$ cat config.mk
export PLATFORM = sky130hd
export DESIGN_NAME = adcpwr_seq
export DESIGN_NICKNAME = d
export VERILOG_FILES = /design/src/rtl/adcpwr_pkg.sv /design/src/rtl/adcpwr_core_gate.sv /design/src/rtl/adcpwr_ref_ctrl.sv /design/src/rtl/adcpwr_settle_timer.sv /design/src/rtl/adcpwr_seq.sv
export SDC_FILE = /design/constraint.sdc
export NUM_CORES = 1
export LEC_CHECK = 0
export BUFFER_PORTS_ARGS = -buffer_cell sky130_fd_sc_hd__buf_2
export CORE_UTILIZATION = 50
export DETAILED_ROUTE_END_ITERATION = 12
export GPL_ROUTABILITY_DRIVEN = 0
export GPL_TIMING_DRIVEN = 0
export PLACE_DENSITY_LB_ADDON = 0.12
export SLEW_MARGIN = 20
export SYNTH_ARGS = -nofsm -noshare
export SYNTH_HDL_FRONTEND = slang
export SYNTH_SLANG_ARGS = --single-unit
$ cat constraint.sdc
create_clock -name clk -period 6.75 [get_ports clk]
set_clock_uncertainty 0.15 [all_clocks]
set_input_delay 0.3375 -clock clk [delete_from_list [all_inputs] [get_ports clk]]
set_output_delay 0.3375 -clock clk [all_outputs]
set_load 0.1 [all_outputs]
$ cat src/rtl/adcpwr_pkg.sv
package adcpwr_pkg;

  typedef enum logic {
    REF_OFF = 1'b0,
    REF_ON  = 1'b1
  } ref_state_e;

  // Settle length in clock cycles, never below one
  function automatic int unsigned settle_cycles(input int unsigned clk_hz,
                                                input int unsigned ms);
    int unsigned n;
    n = (clk_hz / 1000) * ms;
    return (n == 0) ? 1 : n;
  endfunction

endpackage

$ cat src/rtl/adcpwr_core_gate.sv
module adcpwr_core_gate (
  input  logic clk,
  input  logic rst,
  input  logic addr_hit,
  input  logic conv_done,
  output logic conv_en
);

  logic en_q;

  always_ff @(posedge clk) begin
    if (rst) begin
      en_q <= 1'b0;
    end else if (addr_hit) begin
      en_q <= 1'b1;
    end else if (conv_done) begin
      en_q <= 1'b0;
    end
  end

  assign conv_en = en_q;

endmodule

$ cat src/rtl/adcpwr_ref_ctrl.sv
module adcpwr_ref_ctrl
  import adcpwr_pkg::*;
(
  input  logic clk,
  input  logic rst,
  input  logic addr_hit,
  input  logic rw_bit,
  input  logic master_nack,
  input  logic ext_ref_mode,
  output logic ref_en,
  output logic ref_start,
  output logic ref_stop
);

  ref_state_e state_q;
  logic       armed_q;

  always_comb begin
    ref_start = addr_hit && !ext_ref_mode && (state_q == REF_OFF);
    ref_stop  = (state_q == REF_ON) &&
                (ext_ref_mode || (master_nack && armed_q && !addr_hit));
  end

  always_ff @(posedge clk) begin
    if (rst) begin
      state_q <= REF_OFF;
      armed_q <= 1'b0;
    end else if (ext_ref_mode) begin
      state_q <= REF_OFF;
      armed_q <= 1'b0;
    end else if (addr_hit) begin
      state_q <= REF_ON;
      armed_q <= !rw_bit;
    end else if (master_nack && armed_q) begin
      state_q <= REF_OFF;
      armed_q <= 1'b0;
    end
  end

  assign ref_en = (state_q == REF_ON);

endmodule

$ cat src/rtl/adcpwr_settle_timer.sv
module adcpwr_settle_timer #(
  parameter int unsigned SETTLE_CYC = 1
) (
  input  logic clk,
  input  logic rst,
  input  logic start,
  input  logic stop,
  output logic ready
);

  localparam int unsigned CW = $clog2(SETTLE_CYC + 1);

  logic [CW-1:0] cnt_q;
  logic          rdy_q;

  always_ff @(posedge clk) begin
    if (rst || stop) begin
      cnt_q <= '0;
      rdy_q <= 1'b0;
    end else if (start) begin
      cnt_q <= CW'(SETTLE_CYC);
      rdy_q <= 1'b0;
    end else if (cnt_q > CW'(1)) begin
      cnt_q <= cnt_q - CW'(1);
    end else if (cnt_q == CW'(1)) begin
      cnt_q <= '0;
      rdy_q <= 1'b1;
    end
  end

  assign ready = rdy_q;

endmodule

$ cat src/rtl/adcpwr_seq.sv
module adcpwr_seq
  import adcpwr_pkg::*;
#(
  parameter int unsigned CLK_FREQ_HZ = 250_000_000,
  parameter int unsigned SETTLE_MS   = 12
) (
  input  logic clk,
  input  logic rst,
  input  logic addr_hit,
  input  logic rw_bit,
  input  logic conv_done,
  input  logic master_nack,
  input  logic ext_ref_mode,
  output logic conv_en,
  output logic ref_en,
  output logic ref_ready
);

  localparam int unsigned SETTLE_CYC = settle_cycles(CLK_FREQ_HZ, SETTLE_MS);

  logic ref_start;
  logic ref_stop;

  adcpwr_core_gate u_core (
    .clk       (clk),
    .rst       (rst),
    .addr_hit  (addr_hit),
    .conv_done (conv_done),
    .conv_en   (conv_en)
  );

  adcpwr_ref_ctrl u_ref (
    .clk          (clk),
    .rst          (rst),
    .addr_hit     (addr_hit),
    .rw_bit       (rw_bit),
    .master_nack  (master_nack),
    .ext_ref_mode (ext_ref_mode),
    .ref_en       (ref_en),
    .ref_start    (ref_start),
    .ref_stop     (ref_stop)
  );

  adcpwr_settle_timer #(
    .SETTLE_CYC (SETTLE_CYC)
  ) u_timer (
    .clk   (clk),
    .rst   (rst),
    .start (ref_start),
    .stop  (ref_stop),
    .ready (ref_ready)
  );

endmodule

Word level (Yosys, flattened, before mapping)
Cells that the tools add are included.
Widths: inputs -> output; s select.
- register bits: 26
- latch bits: 0
- bits in writable memories: 0
- memory bits (read-only): 0
- bits of input ports: 7
- output and inout port bits: 3
- memories kept: 0
- add/sub/neg operators: 1
- multipliers: 0
- div/mod/pow operators: 0
- $lt $le $gt $ge: 1
- eq/ne operators: 1
- shift-type cells: 0
- mux-type cells: 8
- bitwise logic cells: 2
- reductions and logical operators: 17
- operators by type and width (operator ; number):
    $mux 22 ; 3
    $eq 22x1->1 const B ; 1
    $gt 22x1->1 const B ; 1
    $sub 22x1->22 const B ; 1
    $reduce_bool 2->1 ; 3
    $logic_and 1x1->1 ; 5
    $mux 1 ; 5
    $reduce_or 2->1 ; 2
    $logic_not 1->1 ; 3
    $reduce_bool 3->1 ; 1
    $logic_or 1x1->1 ; 2
    $not 1->1 ; 2
    $reduce_and 2->1 ; 1

Logic depth before layout (Yosys ltp)
Gate-level depths: netlist of the first run.
- word-level depth: 6
- depth in mapped cells: 7
- mapped depth without buffers: 7

Cells and area by module
Synthesis of the first run repeated with hierarchy kept, for this count alone.
- cells, all modules: 152
- area total of the unflattened synthesis: 1368.8 um^2
- modules (own cells, without submodules) (module ; instances ; cells an instance ; area an instance (um^2)):
    adcpwr_settle_timer ; 1 ; 137 ; 1226.2
    adcpwr_ref_ctrl ; 1 ; 11 ; 103.8
    adcpwr_core_gate ; 1 ; 4 ; 38.8

Worst setup path before layout of the first run
No wires, ideal clock.
- kind: flip-flop to flip-flop
- start point: register u_timer.cnt_q[0]
- end point: register u_timer.cnt_q[18]
- setup time: 0.118 ns
- data arrival time: 2.042 ns
- slack: 4.440 ns
- cell stages (with the launch flop): 8
- path buffers: 0
- period minus slack after synthesis: 2.310 ns
- cell sequence: dfxtp_1 inv_1 ha_1 or3b_2 or3_4 or4_1 a21oi_1 nor2_1
- longest elaborated chain between the ends: 3
- ends and longest elaborated chain (item ; line ; RTL):
    start: declaration ; adcpwr_settle_timer.sv:13 ; logic [CW-1:0] cnt_q;
    start signal: assignment ; adcpwr_settle_timer.sv:21 ; cnt_q <= CW'(SETTLE_CYC);
    start signal: assignment ; adcpwr_settle_timer.sv:24 ; cnt_q <= cnt_q - CW'(1);
    $sub 22x1->22 / $gt 22x1->1 (equally long branches) ; adcpwr_settle_timer.sv:24, adcpwr_settle_timer.sv:23 ;
    $mux 22 ; adcpwr_settle_timer.sv:23 ; end else if (cnt_q > CW'(1)) begin
    $mux 22 ; adcpwr_settle_timer.sv:20 ; end else if (start) begin
Several ways; a longest one is shown, not always the timed one.
A chain may end at the register's enable or synchronous reset.

Worst setup path after layout of the first run
Ends and elaborated chain as after synthesis.

==> impl_metrics.yaml, run 1 <==
finish:
  num_antenna_cells: 0
  fillers: 235
  area_growth_pct: 9.21
  seq_area_um2: 520
  multi_input_area_um2: 751
  drive_above_1_share: 0.171
  final_net_count: 168
drt:
  first_pass_iters: 5
  vias: 1103
  route.detailed.wl_per_inst_um: 13.4
  route.final.wire_length_um: 2520
  drt-initial-drc-count: 31
  antenna_left: 0
  via_per_inst: 5.87
  remaining_drc_errors: 0
synthesis:
  yosysSeqAreaShare: 0.403
  syn_nets: 154
  main_area_contributors_after_synthesis: "sky130_fd_sc_hd__dfxtp_1 (40%), sky130_fd_sc_hd__xnor2_1 (6.1%), sky130_fd_sc_hd__nor2_1 (4.9%)"
  synth.yosys.warnings: 0
  mappedNetlistArea_um2: 1290
  yosys.area.top_type: "sky130_fd_sc_hd__dfxtp_1"
  synth_async_sr_flop_share: 0
  syn_area_per_cell_um2: 8.90
  synthesis.instances: 145
  yosys.cell_types.count: 35
  edff_count_synth: 0
  ys_ff_latch: 26
  synth.top_cell.area_share: 0.403
  most_used_flip_flop_cell_after_synthesis: "sky130_fd_sc_hd__dfxtp_1"
cts:
  clkTransAtPathRegs_ps: 140
  worstSkewPairLatency_ps: 320
  hold_buffers: 0
  postCtsSetupBuffers: 0
  cts_root_buf: "sky130_fd_sc_hd__clkbuf_4"
  cts_resized: 0
  cts-buffers-inserted: 3
  cts.htree.levels: 1
  clock_path_buffers: 2
  tritoncts: "yes"
  cts_sinks: 26
global_routing:
  global_route.usage.total: 0.190
  grt.met1_usage: 0.246
  number_of_antenna_violations_at_the_first_check_in_global_routing: 0
  number_of_global_route_vias_before_repair: 924
  top_usage_layer: "met2"
  maximum_number_of_pins_on_one_net_before_global_route_repair: 15
  groute.layer.met3.usage: 0.0290
  grt_first_pass_wirelength_um: 3940
  globalRoute.totalOverflow: 0
  groute.layer.met2.usage: 0.316
worst_setup_path:
  crit_fanout: 6
  timing.critical_path.slowest_stage_cell: "sky130_fd_sc_hd__or3b_2"
  cp.arrival_ps: 2570
  critical_path.reg2reg.endpoint: "u_timer.cnt_q[18]"
  r2r.worst_path.cells: 7
  worstSetupStartpointType: "register"
  cp_slowest_stage_delay_ps: 530
  required_worst_endpoint_ps: 6830
  worstReg2RegStart: "u_timer.cnt_q[0]"
  crit_chain: "inv_1, ha_1, or3b_2, or3_4, or4_1, a21oi_1, nor2_1"
  worst_setup_path_category: "register to register"
  setup_slack_reg_to_reg_ps: 4260
  critical_path.endpoint_type: "register"
floorplan:
  fp.dieArea_um2: 2790
  floorplan.die.width_um: 52.8
  io_pins: 10
  initial_core_util: 0.525
  fp-row-count: 18
  core_area_um2: 2450
  floorplan.die.height_um: 52.8
placed_design:
  hpwl_after_dpl_um: 1880
  io_buffers: 9
power_and_ir_drop:
  switching_power_uw: 279
  cell_internal_power_dissipation_uw: 378
  power.combinational.fraction: 0.490
  switching_share: 0.425
  pwr_density_cell_nw_per_um2: 466
  leakagePower_nw: 0.527
  clock_power_share: 0.121
  sequentialPowerShare: 0.389
  maximum_vdd_ir_drop_mv: 0.244
sta:
  fmax_mhz: 401
  report.final.slew_viol_count: 0
  post-route-period-util: 0.369
  timing.final.setup_violations: 0
  tightest_slew_ps: 646
  unrepaired_setup_endpoints_after_global_routing: "false"
  timing.max_slew.rel_slack: 0.565
  final_worst_path_period_need_ps: 2490
  fin_tns_setup_ps: 0
  timing_hold_violations_final: 0
  hold-worst-slack_ps: 50.9
min_path:
  min_delay_worst_endpoint: "u_core.conv_en"
  hold_path_startpoint: "rst"
  holdCritPathClass: "input pin to register"
  hold-path-cell-count: 2
job:
  max_cap_violations: 0
status:
  outcome: "complete, no violations"
==> worst max-delay path, delay by kind of cell, from the launching register on <==
family | cells | cell delay [ps]
compound gates | 1 | 150
simple gates | 4 | 1380
flops | 1 | 390
buf+inv | 1 | 90
fa+ha+maj | 1 | 250
==> final cells by class <==
class,instances,share of cell area
clock buffers,4,0.0258
inverters,5,0.0133
multi-input cells,114,0.533
flip-flops and latches,26,0.369
well taps,30,0.0266
repair buffers,9,0.0320
==> how the worst max path moves through the flow <==
stage / startpoint / to / depth (start not counted)
floorplan: u_timer.cnt_q[0] / u_timer.cnt_q[18] / 7
global placement: u_timer.cnt_q[0] / u_timer.cnt_q[18] / 7
detailed placement: u_timer.cnt_q[0] / u_timer.cnt_q[18] / 7
CTS: u_timer.cnt_q[0] / u_timer.cnt_q[18] / 7
global route: u_timer.cnt_q[0] / u_timer.cnt_q[18] / 7
finish: u_timer.cnt_q[0] / u_timer.cnt_q[18] / 7
==> cells in the final DEF, fill, tap and decap left out, drive strengths merged <==
| cell | netlist | layout |
|---|---|---|
| a31oi | 1 | 1 |
| xor2 | 3 | 3 |
| a21bo | 1 | 1 |
| nor2b | 1 | 1 |
| or3b | 2 | 2 |
| o31ai | 1 | 1 |
| nor3 | 8 | 8 |
| a311oi | 2 | 2 |
| a21oi | 12 | 12 |
| inv | 5 | 5 |
| nor2 | 17 | 17 |
| ha | 2 | 2 |
| xnor2 | 9 | 9 |
| buf | 0 | 9 |
| o21ai | 9 | 9 |
| a21o | 1 | 1 |
| clkbuf | 0 | 4 |
| a211oi | 2 | 2 |
| nand2b | 1 | 1 |
| nor4 | 7 | 7 |
| o2111ai | 1 | 1 |
| nand2 | 10 | 10 |
| nand3 | 6 | 6 |
| nand3b | 2 | 2 |
| or3 | 3 | 3 |
| dfxtp | 26 | 26 |
| nor3b | 3 | 3 |
| nand4 | 1 | 1 |
| mux2i | 2 | 2 |
| or4 | 7 | 7 |
==> kinds of logic after synthesis <==
kind of cell / count (synthesis) / synth area share
XOR/XNOR: 12 / 0.0815
buffers and inverters: 5 / 0.0146
AND/OR/NAND/NOR: 68 / 0.317
AO/OA/AOI/OAI: 30 / 0.148
adder cells (fa/ha/maj): 2 / 0.0194
multiplexers: 2 / 0.0155
flip-flops: 26 / 0.403
==> sequential cells by signal (all words and copies together) (netlist names) <==
register,flops
u_timer.cnt_q,22
u_core.conv_en,1
u_ref.armed_q,1
u_ref.ref_en,1
u_timer.ready,1
==> synth_stat cells, types with 2 or more instances <==
cell type                  number
sky130_fd_sc_hd__mux2i_1        2
sky130_fd_sc_hd__xor2_1         3
sky130_fd_sc_hd__inv_1          5
sky130_fd_sc_hd__xnor2_1        9
sky130_fd_sc_hd__or4_4          3
sky130_fd_sc_hd__nor3_1         8
sky130_fd_sc_hd__dfxtp_1       26
sky130_fd_sc_hd__nor4_1         4
sky130_fd_sc_hd__a311oi_1       2
sky130_fd_sc_hd__o21ai_2        2
sky130_fd_sc_hd__ha_1           2
sky130_fd_sc_hd__or3b_2         2
sky130_fd_sc_hd__o21ai_0        5
sky130_fd_sc_hd__nor3b_1        3
sky130_fd_sc_hd__o21ai_1        2
sky130_fd_sc_hd__or4_1          4
sky130_fd_sc_hd__nand3b_1       2
sky130_fd_sc_hd__nand3_1        5
sky130_fd_sc_hd__a21oi_1       12
sky130_fd_sc_hd__nor2_1        17
sky130_fd_sc_hd__nand2_1       10
sky130_fd_sc_hd__a211oi_1       2
sky130_fd_sc_hd__or3_1          2
sky130_fd_sc_hd__nor4_2         2
==> layer usage <==
metal / part of all wire / up-vias
li1: - / 561
met4: 0.011 / 0
met2: 0.47 / 19
met5: 0 / -
met3: 0.029 / 4
met1: 0.49 / 519
==> power by group through the flow <==
stage	Clock [mW]	Combinational (mW)	Sequential (mW)
after CTS	0.0818	0.322	0.254
final	0.0794	0.322	0.256
after floorplan	0	0.265	0.252
after global routing	0.0859	0.352	0.262
after global placement	0	0.313	0.254
after detailed placement	0	0.319	0.257
==> stage by stage <==
step	power, mW	instance area, µm²	util	std cells	setup slack, ps
6_report	0.657	1410	0.574	188	4260
5_1_grt	0.700	1410	0.574	188	4120
4_1_cts	0.658	1410	0.574	188	4260
3_5_place_dp	0.576	1370	0.559	184	4290
3_3_place_gp	0.567	1370	0.559	184	4310
2_1_floorplan	0.518	1290	-	145	4440
Power figures use the tool's default switching activity.
==> run 2, diff against run 1 <==
==> constraint.sdc (replaced) <==
create_clock -name clk -period 2.6 [get_ports clk]
set_clock_uncertainty 0.15 [all_clocks]
set_input_delay 0.13 -clock clk [delete_from_list [all_inputs] [get_ports clk]]
set_output_delay 0.13 -clock clk [all_outputs]
set_load 0.1 [all_outputs]
==> run 2 against run 1 <==
Via count is 3.6% higher. Sequential power grew to 2.6 times the previous value. Total power grew to 2.6 times the previous value. Clock power grew to 2.5 times the previous value. Worst hold slack better by 47 ps. Sequential share of layout area is 1.6 points lower. Routed wire length is 3.3% higher. Combinational power grew to 2.6 times the previous value. Utilization is 2.5 points higher. Final cell count is 3.2% higher. Largest cell class unchanged. Largest power group unchanged. Highest routed layer unchanged.
==> impl_metrics.yaml, run 2 (synthesis gave the netlist of run 1 again) <==
sta:
  timing_hold_violations_final: 0
  final_worst_path_period_need_ps: 2460
  fin_tns_setup_ps: 0
  tightest_slew_ps: 682
  report.final.slew_viol_count: 0
  fmax_mhz: 406
  timing.max_slew.rel_slack: 0.541
  post-route-period-util: 0.947
  timing.final.setup_violations: 0
finish:
  area_growth_pct: 14.1
  fillers: 220
  most-common-layout-cells: "sky130_fd_sc_hd__dfxtp_1 (26), sky130_fd_sc_hd__nor2_1 (17), sky130_fd_sc_hd__a21oi_1 (12)"
  final_cell_count_no_fill: 194
  drive_above_1_share: 0.171
  largest-register: "u_timer.cnt_q"
  fin_area_um2: 1470
  layout.cells.most_common: "sky130_fd_sc_hd__dfxtp_1"
  num_antenna_cells: 0
  largest_register_ffs: 22
  postLayoutCoreUtil: 0.599
  final_net_count: 174
cts:
  postCtsSetupBuffers: 0
  cts_sinks: 26
  clock_path_buffers: 2
  cts_root_buf: "sky130_fd_sc_hd__clkbuf_4"
  cts-buffers-inserted: 3
  tritoncts: "yes"
  worstSkewPairLatency_ps: 320
  clkTransAtPathRegs_ps: 140
  cts.htree.levels: 1
status:
  outcome: "complete, no violations"
worst_setup_path:
  required_worst_endpoint_ps: 2670
  path_delay_family: "simple AND/OR/NAND/NOR gates"
  worstSetupStartpointType: "register"
  crit_chain: "inv_1, ha_2, or3b_2, or3_4, or4_1, a21oi_1, nor2_1"
  critical_path.endpoint_type: "register"
  cp_slowest_stage_delay_ps: 510
  worst-path-buf-inv: 1
  worst_setup_path_category: "register to register"
  cp.arrival_ps: 2530
  crit_fanout: 6
  timing.critical_path.slowest_stage_cell: "sky130_fd_sc_hd__or3b_2"
global_routing:
  number_of_global_route_vias_before_repair: 953
  global_route.usage.total: 0.196
  number_of_antenna_violations_at_the_first_check_in_global_routing: 0
  maximum_number_of_pins_on_one_net_before_global_route_repair: 15
  globalRoute.totalOverflow: 0
  grt_first_pass_wirelength_um: 4060
min_path:
  holdCritPathClass: "input pin to register"
placed_design:
  io_buffers: 9
  hpwl_after_dpl_um: 1880
  placedCellCount: 184
  detailed_place.area_um2: 1370
drt:
  antenna_left: 0
  drt-met1-wl_um: 1230
  dr.max_layer_used: "met4"
  route.detailed.wl_per_inst_um: 13.4
  met3RoutedLength_um: 102
  first_pass_iters: 4
  dr_wl_met2_um: 1230
  route.final.wire_length_um: 2600
  drt-initial-drc-count: 37
  vias: 1143
  via_per_inst: 5.89
  remaining_drc_errors: 0
floorplan:
  io_pins: 10
  fp.dieArea_um2: 2790
  core_area_um2: 2450
  fp-row-count: 18
  initial_core_util: 0.525
  floorplan.die.height_um: 52.8
  floorplan.die.width_um: 52.8
power_and_ir_drop:
  leakagePower_nw: 0.553
  pwr_density_cell_nw_per_um2: 1160
  maximum_vdd_ir_drop_mv: 0.635
job:
  max_cap_violations: 0
run 2: cell types whose count changed in the layout (fill, tap and decap cells not counted), sizes merged:
cell	before	now
dlygate4sd3	0	6
run 2: per-layer routing:
metal,up-vias,global-route usage
met3,6,0.0290
met1,535,0.255
met4,0,0.0702
li1,572,-
met5,-,0
met2,30,0.325
run 2: worst paths after layout:
path	from	end	slack, ps	cells after the start
min	addr_hit	u_timer.cnt_q[6]	100	3
max	u_timer.cnt_q[0]	u_timer.cnt_q[18]	140	7
max reg2reg	u_timer.cnt_q[0]	u_timer.cnt_q[18]	140	7
min reg2reg	u_timer.ready	u_timer.ready	310	2
run 2: worst min-delay path, cell delays in order:
cell,delay (ps)
sky130_fd_sc_hd__buf_2,140
sky130_fd_sc_hd__nor3b_1,80
sky130_fd_sc_hd__nor3_1,170
run 2: layout make-up:
type,count,area (µm²),share of cell area
clock buffers,4,36.3,0.0247
inverters,5,18.8,0.0128
multi-input cells,114,753,0.512
flip-flops and latches,26,520,0.354
well taps,30,37.5,0.0255
repair buffers,15,105,0.0714
run 2: through the flow:
stage | setup WS, ps | power (mW) | hold slack (ps)
after floorplan | 290 | 1.34 | 52.4
after global placement | 158 | 1.47 | 194
after detailed placement | 138 | 1.50 | 195
after CTS | 112 | 1.71 | 96.3
after global routing | -3.18 | 1.83 | 126
final | 138 | 1.71 | 98.4
run 2: power breakdown:
part | internal, mW | total (mW) | switching, mW | leakage, nW
clock | 0.0856 | 0.202 | 0.116 | 0.0210
combinational | 0.385 | 0.846 | 0.460 | 0.318
sequential | 0.518 | 0.664 | 0.146 | 0.214
total | 0.989 | 1.71 | 0.722 | 0.553
run 2: timing repair:
item	in CTS	in global routing
hold endpoints to repair	4	0
hold buffers	6	0
resized for setup	0	1
endpoints found under the setup margin	0	1
